File: src/rtl/eirq_pkg.sv
package eirq_pkg;
    localparam int ADDR_W = 3;

    typedef enum logic [ADDR_W-1:0] {
        REG_REQEN  = 3'd0,
        REG_RISE   = 3'd1,
        REG_FALL   = 3'd2,
        REG_FILT   = 3'd3,
        REG_PRESC  = 3'd4,
        REG_FLAGS  = 3'd5,
        REG_FCOUNT = 3'd6
    } eirq_reg_e;

    // channel index position inside a filter-count write
    localparam int FCOUNT_IDX_LSB = 8;
endpackage

File: src/rtl/eirq_sync.sv
module eirq_sync #(
    parameter int W = 24
) (
    input  logic         clk,
    input  logic         rst_n,
    input  logic [W-1:0] d_i,
    output logic [W-1:0] q_o
);
    typedef struct packed {
        logic [W-1:0] s1;
        logic [W-1:0] s2;
    } sync_t;

    sync_t st_d, st_q;

    always_comb begin
        st_d    = st_q;
        st_d.s1 = d_i;
        st_d.s2 = st_q.s1;
    end

    always_ff @(posedge clk or negedge rst_n) begin
        if (!rst_n) st_q <= '0;
        else        st_q <= st_d;
    end

    assign q_o = st_q.s2;
endmodule

File: src/rtl/eirq_tick.sv
module eirq_tick #(
    parameter int PSW = 4
) (
    input  logic           clk,
    input  logic           rst_n,
    input  logic [PSW-1:0] ps_i,
    output logic           tick_o
);
    localparam int PW = (1 << PSW) - 1;

    typedef struct packed {
        logic [PW-1:0] cnt;
    } div_t;

    div_t          st_d, st_q;
    logic [PW-1:0] mask;

    always_comb begin
        // low ps_i bits set; ps_i = PW wraps to all ones
        mask     = (PW'(1) << ps_i) - PW'(1);
        st_d     = st_q;
        st_d.cnt = st_q.cnt + PW'(1);
    end

    always_ff @(posedge clk or negedge rst_n) begin
        if (!rst_n) st_q <= '0;
        else        st_q <= st_d;
    end

    assign tick_o = ((st_q.cnt & mask) == mask);
endmodule

File: src/rtl/eirq_filter.sv
module eirq_filter #(
    parameter int CW = 4
) (
    input  logic          clk,
    input  logic          rst_n,
    input  logic          din_i,
    input  logic          fe_i,
    input  logic          tick_i,
    input  logic [CW-1:0] max_i,
    output logic          lvl_o,
    output logic          state_o
);
    typedef struct packed {
        logic          lvl;
        logic [CW-1:0] cnt;
    } flt_t;

    flt_t st_d, st_q;

    always_comb begin
        st_d = st_q;
        if (!fe_i) begin
            // bypassed: track the input so re-enabling starts clean
            st_d.lvl = din_i;
            st_d.cnt = '0;
        end else if (tick_i) begin
            if (din_i == st_q.lvl) begin
                st_d.cnt = '0;
            end else if (st_q.cnt >= max_i) begin
                st_d.lvl = din_i;
                st_d.cnt = '0;
            end else begin
                st_d.cnt = st_q.cnt + CW'(1);
            end
        end
    end

    always_ff @(posedge clk or negedge rst_n) begin
        if (!rst_n) st_q <= '0;
        else        st_q <= st_d;
    end

    assign lvl_o   = fe_i ? st_q.lvl : din_i;
    assign state_o = st_q.lvl;
endmodule

File: src/rtl/eirq_regs.sv
module eirq_regs
    import eirq_pkg::*;
#(
    parameter int NCH = 24,
    parameter int CW  = 4,
    parameter int PSW = 4
) (
    input  logic                    clk,
    input  logic                    rst_n,
    input  logic                    wr_en_i,
    input  logic [ADDR_W-1:0]       wr_addr_i,
    input  logic [NCH-1:0]          wr_data_i,
    input  logic [ADDR_W-1:0]       rd_addr_i,
    input  logic [NCH-1:0]          flags_i,
    output logic [NCH-1:0]          rd_data_o,
    output logic [NCH-1:0]          req_en_o,
    output logic [NCH-1:0]          rise_en_o,
    output logic [NCH-1:0]          fall_en_o,
    output logic [NCH-1:0]          filt_en_o,
    output logic [PSW-1:0]          presc_o,
    output logic [NCH-1:0][CW-1:0]  maxc_o
);
    localparam int IDXW = $clog2(NCH);

    typedef struct packed {
        logic [NCH-1:0]         en;
        logic [NCH-1:0]         ree;
        logic [NCH-1:0]         fee;
        logic [NCH-1:0]         fe;
        logic [PSW-1:0]         ps;
        logic [NCH-1:0][CW-1:0] maxc;
    } cfg_t;

    cfg_t            cfg_d, cfg_q;
    logic [IDXW-1:0] widx;

    always_comb begin
        cfg_d = cfg_q;
        widx  = wr_data_i[FCOUNT_IDX_LSB +: IDXW];
        if (wr_en_i) begin
            case (eirq_reg_e'(wr_addr_i))
                REG_REQEN:  cfg_d.en  = wr_data_i;
                REG_RISE:   cfg_d.ree = wr_data_i;
                REG_FALL:   cfg_d.fee = wr_data_i;
                REG_FILT:   cfg_d.fe  = wr_data_i;
                REG_PRESC:  cfg_d.ps  = wr_data_i[PSW-1:0];
                REG_FCOUNT: begin
                    if (int'(widx) < NCH) cfg_d.maxc[widx] = wr_data_i[CW-1:0];
                end
                default: ;
            endcase
        end
    end

    always_ff @(posedge clk or negedge rst_n) begin
        if (!rst_n) cfg_q <= '0;
        else        cfg_q <= cfg_d;
    end

    always_comb begin
        rd_data_o = '0;
        case (eirq_reg_e'(rd_addr_i))
            REG_REQEN: rd_data_o = cfg_q.en;
            REG_RISE:  rd_data_o = cfg_q.ree;
            REG_FALL:  rd_data_o = cfg_q.fee;
            REG_FILT:  rd_data_o = cfg_q.fe;
            REG_PRESC: rd_data_o = {{(NCH-PSW){1'b0}}, cfg_q.ps};
            REG_FLAGS: rd_data_o = flags_i;
            default:   rd_data_o = '0;
        endcase
    end

    assign req_en_o  = cfg_q.en;
    assign rise_en_o = cfg_q.ree;
    assign fall_en_o = cfg_q.fee;
    assign filt_en_o = cfg_q.fe;
    assign presc_o   = cfg_q.ps;
    assign maxc_o    = cfg_q.maxc;
endmodule

File: src/rtl/eirq_ctrl.sv
module eirq_ctrl
    import eirq_pkg::*;
#(
    parameter int NCH = 24,
    parameter int GRP = 8,
    parameter int CW  = 4,
    parameter int PSW = 4
) (
    input  logic                          clk,
    input  logic                          rst_n,
    input  logic [NCH-1:0]                pad_i,
    input  logic [NCH-1:0]                ibe_i,
    input  logic                          wr_en_i,
    input  logic [ADDR_W-1:0]             wr_addr_i,
    input  logic [NCH-1:0]                wr_data_i,
    input  logic [ADDR_W-1:0]             rd_addr_i,
    output logic [NCH-1:0]                rd_data_o,
    output logic [NCH/GRP-1:0]            irq_o
);
    localparam int NGRP = NCH / GRP;

    typedef struct packed {
        logic [NCH-1:0] prev;
        logic [NCH-1:0] flag;
    } evt_t;

    evt_t                   st_d, st_q;
    logic [NCH-1:0]         sync_lvl, det_lvl, filt_state, edge_evt, clr;
    logic [NCH-1:0]         req_en, rise_en, fall_en, filt_en, flags;
    logic [PSW-1:0]         presc;
    logic [NCH-1:0][CW-1:0] maxc;
    logic                   tick;

    eirq_sync #(.W(NCH)) u_sync (
        .clk   (clk),
        .rst_n (rst_n),
        .d_i   (pad_i),
        .q_o   (sync_lvl)
    );

    eirq_tick #(.PSW(PSW)) u_tick (
        .clk    (clk),
        .rst_n  (rst_n),
        .ps_i   (presc),
        .tick_o (tick)
    );

    for (genvar i = 0; i < NCH; i++) begin : g_flt
        eirq_filter #(.CW(CW)) u_flt (
            .clk     (clk),
            .rst_n   (rst_n),
            .din_i   (sync_lvl[i]),
            .fe_i    (filt_en[i]),
            .tick_i  (tick),
            .max_i   (maxc[i]),
            .lvl_o   (det_lvl[i]),
            .state_o (filt_state[i])
        );
    end

    eirq_regs #(.NCH(NCH), .CW(CW), .PSW(PSW)) u_regs (
        .clk       (clk),
        .rst_n     (rst_n),
        .wr_en_i   (wr_en_i),
        .wr_addr_i (wr_addr_i),
        .wr_data_i (wr_data_i),
        .rd_addr_i (rd_addr_i),
        .flags_i   (flags),
        .rd_data_o (rd_data_o),
        .req_en_o  (req_en),
        .rise_en_o (rise_en),
        .fall_en_o (fall_en),
        .filt_en_o (filt_en),
        .presc_o   (presc),
        .maxc_o    (maxc)
    );

    always_comb begin
        clr      = (wr_en_i && eirq_reg_e'(wr_addr_i) == REG_FLAGS) ? wr_data_i : '0;
        edge_evt = ibe_i & ((det_lvl & ~st_q.prev & rise_en) |
                            (~det_lvl & st_q.prev & fall_en));
        st_d      = st_q;
        st_d.prev = det_lvl;
        // a new event outranks a clear in the same cycle
        st_d.flag = (st_q.flag & ~clr) | edge_evt;
    end

    always_ff @(posedge clk or negedge rst_n) begin
        if (!rst_n) st_q <= '0;
        else        st_q <= st_d;
    end

    assign flags = st_q.flag;

    for (genvar g = 0; g < NGRP; g++) begin : g_grp
        assign irq_o[g] = |(flags[g*GRP +: GRP] & req_en[g*GRP +: GRP]);
    end
endmodule

File: config.mk
export PLATFORM = sky130hd
export DESIGN_NAME = eirq_ctrl
export DESIGN_NICKNAME = d
export VERILOG_FILES = /design/src/rtl/eirq_pkg.sv /design/src/rtl/eirq_sync.sv /design/src/rtl/eirq_tick.sv /design/src/rtl/eirq_filter.sv /design/src/rtl/eirq_regs.sv /design/src/rtl/eirq_ctrl.sv
export SDC_FILE = /design/constraint.sdc
export NUM_CORES = 1
export LEC_CHECK = 0
export BUFFER_PORTS_ARGS = -buffer_cell sky130_fd_sc_hd__buf_2
export CAP_MARGIN = 5
export CORE_MARGIN = 3
export CORE_UTILIZATION = 56
export DETAILED_ROUTE_END_ITERATION = 10
export PLACE_DENSITY = 0.81
export SLEW_MARGIN = 20
export SYNTH_ARGS = -nofsm -noshare
export SYNTH_HDL_FRONTEND = slang
export SYNTH_SLANG_ARGS = --single-unit
File: constraint.sdc
create_clock -name clk -period 3 [get_ports clk]
set_input_delay 0.6 -clock clk [delete_from_list [all_inputs] [get_ports clk]]
set_output_delay 0.6 -clock clk [all_outputs]
set_load 0.02 [all_outputs]
==> flow_summary_export.csv, run 1 <==
group,metric,value,unit
power,power_frac_comb,18.5,%
hold_path,min_path_cells,1,
sta,slew_violations,0,
finish,multi_input_comb_area,10200,um^2
yosys,synth-seq-cells,427,
critical_path,required,3.50,ns
critical_path,start_kind,"flop",
critical_path,crit_path_max_incr_delay,0.54,ns
die,die_w,202,um
power,switching_share,29.8,%
yosys,syn_nets,2233,
critical_path,crit_fanout,5,
drt,drc,0,
drt,wl,58.8,mm
clock_tree,cts-root-buf,"clkbuf_16",
yosys,synth_cell_types,59,
outcome,status,"finished, violations left",
critical_path,cp_cell_sequence,"buf_6 -> or4b_4 -> a2111o_1 -> a311oi_4 -> nand3_4 -> buf_6 -> clkbuf_16 -> or3_4 -> a21boi_2",
yosys,postSynthAreaPerCell,10.6,um^2
place,hpwlAfterDp,36.8,mm
power,p_switching,4.64,mW
critical_path,end_kind,"flop",
global_route,grt_max_degree,76,
power,peakVddDrop,0.500,mV
critical_path,critPathSlowestCell,"or4b_4",
clock_tree,numCtsBuffers,44,
critical_path,rr_worst_depth,9,
critical_path,critPathArrivalTime,3.61,ns
yosys,yosysWarnings,0,
yosys,synthArstFlopShare,100,%
finish,n_fill_cell,2679,
global_route,grt_use_total,26.8,%
critical_path,rrSetupSlack,-0.11,ns
yosys,seq_area_frac_synth,49.5,%
clock_tree,clock_sinks,427,
yosys,synthFlopType,"dfrtp_1",
sta,tns,-1.70,ns
place,gp_congestion,0.885,
power,p_leak,11.5,nW
die,die_area,40900,um^2
drt,detail-route-antenna-nets,0,
clock_tree,cts_tree,"built",
place,post_dp_cell_area,22900,um^2
sta,slew_headroom,41.2,%
yosys,synth-edff-count,0,
sta,hold_viol,0,
yosys,syn_inst,2030,
outcome,violations,"negative setup slack",
power,p_int,10.9,mW
sta,rsz0062_at_grt,"yes",
critical_path,crit_buf_inv,3,
flow_run,drv_cap,0,
finish,register_area,10700,um^2
power,seqPwrFrac,47.0,%
global_route,grt_pass1_vias,16600,
drt,vias_per_cell,6.18,
hold_path,hold_path_class,"input pin to flop",
sta,clock_skew,0.0162,ns
global_route,grt_pass1_wl,87.4,mm
die,initial_core_util,57.0,%
finish,drive_gt1_share,26.8,%
drt,vias,16800,
sta,period_minus_slack,3.11,ns
die,ios,108,
drt,wl_per_cell,21.6,um
hold_path,whs_endpoint,"u_sync.st_d[4]",
global_route,antenna_found_initial,1,
place,portBuffers,107,
hold_path,min_from,"pad_i[4]",
sta,min_period_over_period,104,%
critical_path,critical_path_class,"flop to flop",
finish,syn2layout_area_growth,16.5,%
drt,drtPass1Iterations,5,
die,core.rowCount,71,
drt,initialDrtViolationCount,1552,
power,clkPwrFrac,34.5,%
critical_path,r2r-start,"u_regs.presc_o[3]",
sta,setup_violations,43,
clock_tree,clock_latency,0.58,ns
clock_tree,htree_num_levels,2,
finish,final_nets,2372,
sta,setup_slack,-0.112,ns
die,chipHeight,202,um
sta,fmax,321,MHz
critical_path,r2r_end,"g_flt[14].u_flt.st_q[0]",
sta,tightest_slew,0.882,ns
critical_path,cp_common_cell,"buf_6",
critical_path,cp_top_family,"simple AND/OR/NAND/NOR gates",
die,core,37800,um^2
finish,final_area,25100,um^2
power,power.density,619,nW/um^2
clock_tree,clkTransAtPathRegs,0.07,ns
global_route,grt.overflow.total,0,
clock_tree,ctsLongestPathBuffers,3,
yosys,synth_area,21600,um^2
flip-flops by register name (all words and copies together) (netlist names):
signal / cells
u_sync.st_d: 24
u_regs.filt_en_o: 24
st_q: 24
u_regs.maxc_o: 96
g_flt.u_flt.state_o: 24
u_tick.st_q: 15
u_regs.fall_en_o: 24
u_regs.presc_o: 4
g_flt.u_flt.st_q: 96
flags: 24
u_regs.req_en_o: 24
u_sync.q_o: 24
u_regs.rise_en_o: 24
power groups by stage:
| stage | Combinational, mW | Sequential [mW] | Clock (mW) |
|---|---|---|---|
| 2_1_floorplan | 1.99 | 6.93 | 0 |
| 3_3_place_gp | 2.51 | 7.29 | 0 |
| 3_5_place_dp | 2.62 | 7.34 | 0 |
| 4_1_cts | 2.69 | 7.25 | 5.42 |
| 5_1_grt | 3.10 | 7.39 | 5.67 |
| 6_report | 2.87 | 7.31 | 5.37 |
area by class of cell:
cell class	instances	area share [%]
antenna	2	0.0199
clock buffer	63	5.19
clock inverter	17	0.393
inverter	163	2.43
multi-input combinational	1342	40.7
sequential	427	42.5
tap	511	2.54
timing repair buffer	191	6.23
cell families after synthesis:
group / share of synthesized area (%)
AOI/OAI and AO/OA: 10.1
buffers and inverters: 4.69
xor gates and xnor gates: 1.54
muxes: 14.0
adders and majority gates: 7.07
DFF: 49.5
and+or+nand+nor: 13.1
cell usage after synthesis, types with 6 or more instances:
master / number / area (um^2)
dfrtp_1: 427 / 10700
nand2_1: 221 / 830
mux2_2: 211 / 2380
inv_1: 163 / 612
nand3_1: 124 / 621
ha_1: 122 / 1530
o21ai_0: 115 / 576
clkbuf_1: 73 / 274
a21oi_1: 68 / 340
a22oi_1: 46 / 345
nor2_1: 46 / 173
mux2i_1: 45 / 450
nand2b_1: 39 / 244
a22o_1: 35 / 307
nor3_1: 33 / 165
xnor2_1: 30 / 263
nand3b_1: 28 / 210
or2_2: 24 / 150
a31o_2: 20 / 175
o22ai_1: 16 / 100
buf_2: 14 / 70.1
nor4b_1: 12 / 105
a21o_1: 11 / 82.6
nor2b_1: 11 / 68.8
mux4_2: 9 / 203
o21ai_1: 8 / 40.0
xor2_1: 8 / 70.1
buf_1: 7 / 26.3
and3_1: 6 / 37.5
nand4_1: 6 / 37.5
or3_1: 6 / 37.5
worst max-delay path by stage:
stage,end,from,cells past startpoint,slack (ns)
after CTS,g_flt[7].u_flt.st_q[3],u_regs.presc_o[2],11,0.006
after floorplan,g_flt[14].u_flt.state_o,u_regs.presc_o[2],12,0.005
after global placement,g_flt[5].u_flt.state_o,u_regs.presc_o[2],10,-0.02
final,g_flt[14].u_flt.st_q[0],u_regs.presc_o[3],9,-0.11
after detailed placement,g_flt[5].u_flt.state_o,u_regs.presc_o[2],10,-0.08
after global routing,g_flt[14].u_flt.st_q[0],u_regs.presc_o[3],11,-0.17
timing repair:
action                     4_1_cts  5_1_grt
pin swaps                        0       16
gates resized for setup          5       89
hold endpoints to repair        50        0
setup buffers                    9       14
hold buffers                     1        0
cloned                           1       10
setup endpoints to repair       58      117
cell usage in the layout, fill, tap and decap left out, types with 28 or more instances in the layout:
cell type  instances
dfrtp_1          423
nand2_1          212
mux2_2           210
inv_1            162
ha_1             121
nand3_1          118
buf_2            106
o21ai_0          102
a21oi_1           58
clkbuf_16         53
buf_4             48
mux2i_1           45
a22oi_1           43
nor2_1            43
nand2b_1          39
a22o_1            35
nor3_1            30
xnor2_1           30
nand3b_1          28
metal layers:
layer	track usage, %	vias up	routed length (um)
met5	0	-	12
met4	11.3	2	2720
met3	4.80	203	4910
met2	43.7	776	27900
met1	35.5	8417	23300
li1	-	7397	-
per-stage QoR:
step / instances / power [mW] / setup slack (ns) / utilization [%] / hold slack [ns]
6_report: 2716 / 15.6 / -0.112 / 66.4 / 0.124
5_1_grt: 2714 / 16.2 / -0.171 / 66.4 / 0.112
4_1_cts: 2692 / 15.4 / 0.00554 / 64.7 / 0.100
3_5_place_dp: 2601 / 9.96 / -0.0829 / 60.6 / 0.335
3_3_place_gp: 2601 / 9.79 / -0.0219 / 60.6 / 0.334
2_1_floorplan: 2030 / 8.92 / 0.00538 / - / 0.304
Note: power is estimated with default switching activity, not from simulation.
==> inputs of run 2 (changes only) <==
==> constraint.sdc (replaced) <==
create_clock -name clk -period 3 [get_ports clk]
set_input_delay 0.3 -clock clk [delete_from_list [all_inputs] [get_ports clk]]
set_output_delay 0.3 -clock clk [all_outputs]
set_load 0.02 [all_outputs]
==> run 2 against run 1 <==
The flow still finishes with violations (negative setup slack). Maximum frequency is 1.2% lower. Hold slack lost 0.098 ns. Design area is 3.1% higher. Clock skew up 0.0056 ns. Clock power up 3.9%. Clock-buffer cell count grew 6. Largest cell class unchanged. Sequential power grew 0.5%. Highest routed layer is now met4. Critical path depth grew 4. Final cell count increased by 1.7%.
==> flow_summary_export.csv, run 2 (synthesis results as in run 1) <==
group,metric,value,unit
clock_tree,clkTransAtPathRegs,0.06,ns
finish,final_cell_mix,"dfrtp_1, mux2_2, nand2_1, inv_1, ha_1",
die,ios,108,
die,die_w,202,um
place,gp_congestion,0.881,
critical_path,critPathArrivalTime,3.62,ns
drt,wl,60.5,mm
critical_path,crit_start,"u_regs.presc_o[3]",
die,core.rowCount,71,
place,hpwlAfterDp,37.2,mm
die,initial_core_util,57.0,%
drt,initialDrtViolationCount,1691,
global_route,grt_use_total,28.1,%
finish,final_nets,2415,
power,power.density,611,nW/um^2
drt,wl_per_cell,21.9,um
power,p_leak,11.9,nW
hold_path,hold_path_class,"input pin to flop",
critical_path,crit_fanout,7,
clock_tree,clock_sinks,427,
clock_tree,htree_num_levels,2,
global_route,grt_pass1_vias,17400,
global_route,grt_max_degree,77,
clock_tree,clock_latency,0.57,ns
sta,tightest_slew,1.07,ns
drt,vias_per_cell,6.20,
place,dp_cells,2599,
sta,slew_headroom,28.4,%
die,chipHeight,202,um
finish,final_cells,2762,
critical_path,crit_path_max_incr_delay,0.45,ns
sta,hold_viol,0,
critical_path,crit_buf_inv,5,
finish,layout_commonest_cell,"dfrtp_1",
finish,finish.utilization,68.5,%
clock_tree,cts_tree,"built",
die,die_area,40900,um^2
critical_path,r2r-start,"u_regs.presc_o[3]",
sta,min_period_over_period,105,%
finish,drive_gt1_share,28.3,%
outcome,violations,"negative setup slack",
clock_tree,cts-root-buf,"clkbuf_16",
die,core,37800,um^2
drt,drc,0,
global_route,grt_pass1_wl,92.5,mm
finish,syn2layout_area_growth,20.1,%
critical_path,critical_path_class,"flop to flop",
place,portBuffers,107,
critical_path,end_kind,"flop",
sta,setup_slack,-0.151,ns
outcome,status,"finished, violations left",
power,p_total,15.8,mW
sta,setup_violations,86,
flow_run,drv_cap,0,
drt,vias,17100,
critical_path,cp_top_family,"simple AND/OR/NAND/NOR gates",
sta,rsz0062_at_grt,"yes",
critical_path,critPathSlowestCell,"dfrtp_2",
drt,detail-route-antenna-nets,0,
sta,period_minus_slack,3.15,ns
hold_path,min_from,"ibe_i[12]",
critical_path,required,3.46,ns
critical_path,start_kind,"flop",
global_route,antenna_found_initial,1,
global_route,grt.overflow.total,0,
critical_path,cp_common_cell,"buf_12",
power,peakVddDrop,0.551,mV
critical_path,cp_cell_sequence,"nor4_4 -> buf_4 -> inv_2 -> ha_4 -> nor2b_4 -> a2111o_1 -> a311oi_4 -> and3_4 -> buf_12 -> buf_12 -> buf_16 -> nand3_2 -> mux2i_1",
clock_tree,ctsLongestPathBuffers,3,
sta,slew_violations,0,
sta,clock_skew,0.0218,ns
sta,fmax,317,MHz
drt,drtPass1Iterations,6,
place,pre_cts_ws,-0.145,ns
clock_tree,numCtsBuffers,44,
-- run 2: cell types whose count changed in the layout (fill, tap and decap cells not counted), moves of 5 or more --
cell	before	now
o22ai_1	15	7
a21oi_2	10	3
o21ai_2	1	17
a21oi_1	58	63
nand2_4	1	14
nand3_2	5	18
clkinv_2	13	8
nand3_1	118	104
nand2_2	8	13
o22ai_2	1	9
o21ai_1	19	8
nand2_1	212	194
dlygate4sd3_1	1	44
-- run 2: final cells by class --
cell class / instances / area [um^2]
Sequential cell: 427 / 10700
Clock inverter: 12 / 118
Fill cell: 2615 / 11900
Tap cell: 511 / 639
Antenna cell: 4 / 10.0
Clock buffer: 69 / 1370
Timing Repair Buffer: 234 / 1970
Multi-Input combinational cell: 1342 / 10500
Inverter: 163 / 612
-- run 2: report_power, final --
group          switching (mW)  internal, mW
logic                    1.48          1.43
clock network            2.28          3.30
registers               0.872          6.48
-- run 2: worst paths after layout --
path	endpoint	slack, ns	depth (start not counted)
max in group asynchronous	g_flt[0].u_flt.state_o	1.79	3
hold / removal	flags[12]	0.03	2
hold reg to reg	u_sync.q_o[8]	0.35	0
setup / recovery	g_flt[16].u_flt.st_q[2]	-0.15	13
min in group asynchronous	u_sync.st_d[5]	0.30	2
setup reg to reg	g_flt[16].u_flt.st_q[2]	-0.15	13
-- run 2: timing repair --
action                                  4_1_cts  5_1_grt
gates cloned                                  3        5
endpoints found under the setup margin       47      119
resized for setup                            21      146
hold buffers                                 44        0
endpoints found under the hold margin       109        0
buffers inserted                             20        9
pin swaps                                     6       73
-- run 2: through the flow --
stage	TNS (ns)	instance area (um^2)	hold slack [ns]
final	-5.31	25900	0.0259
after global routing	-10.07	25900	0.0146
after CTS	-0.262	25200	0.00136
after detailed placement	-2.36	22900	0.323
after global placement	-0.169	22900	0.317
after floorplan	0	21600	0.00441
-- run 2: worst reg2reg max path, cell delays in order, from the launching register on --
cell      delay, ns
dfrtp_2        0.45
nor4_4         0.33
buf_4          0.17
inv_2          0.04
ha_4           0.16
nor2b_4        0.12
a2111o_1       0.46
a311oi_4       0.33
and3_4         0.35
buf_12         0.16
buf_12         0.12
buf_16         0.13
nand3_2        0.07
mux2i_1        0.17
-- run 2: layer usage --
layer  vias up  share of wire [%]  global-route usage (%)
met2       838                 48                    46.0
met4         0                4.9                    11.0
met1      8519                 38                    37.1
li1       7507                  -                       -
met5         -                  0                       0
met3       247                9.1                    5.70
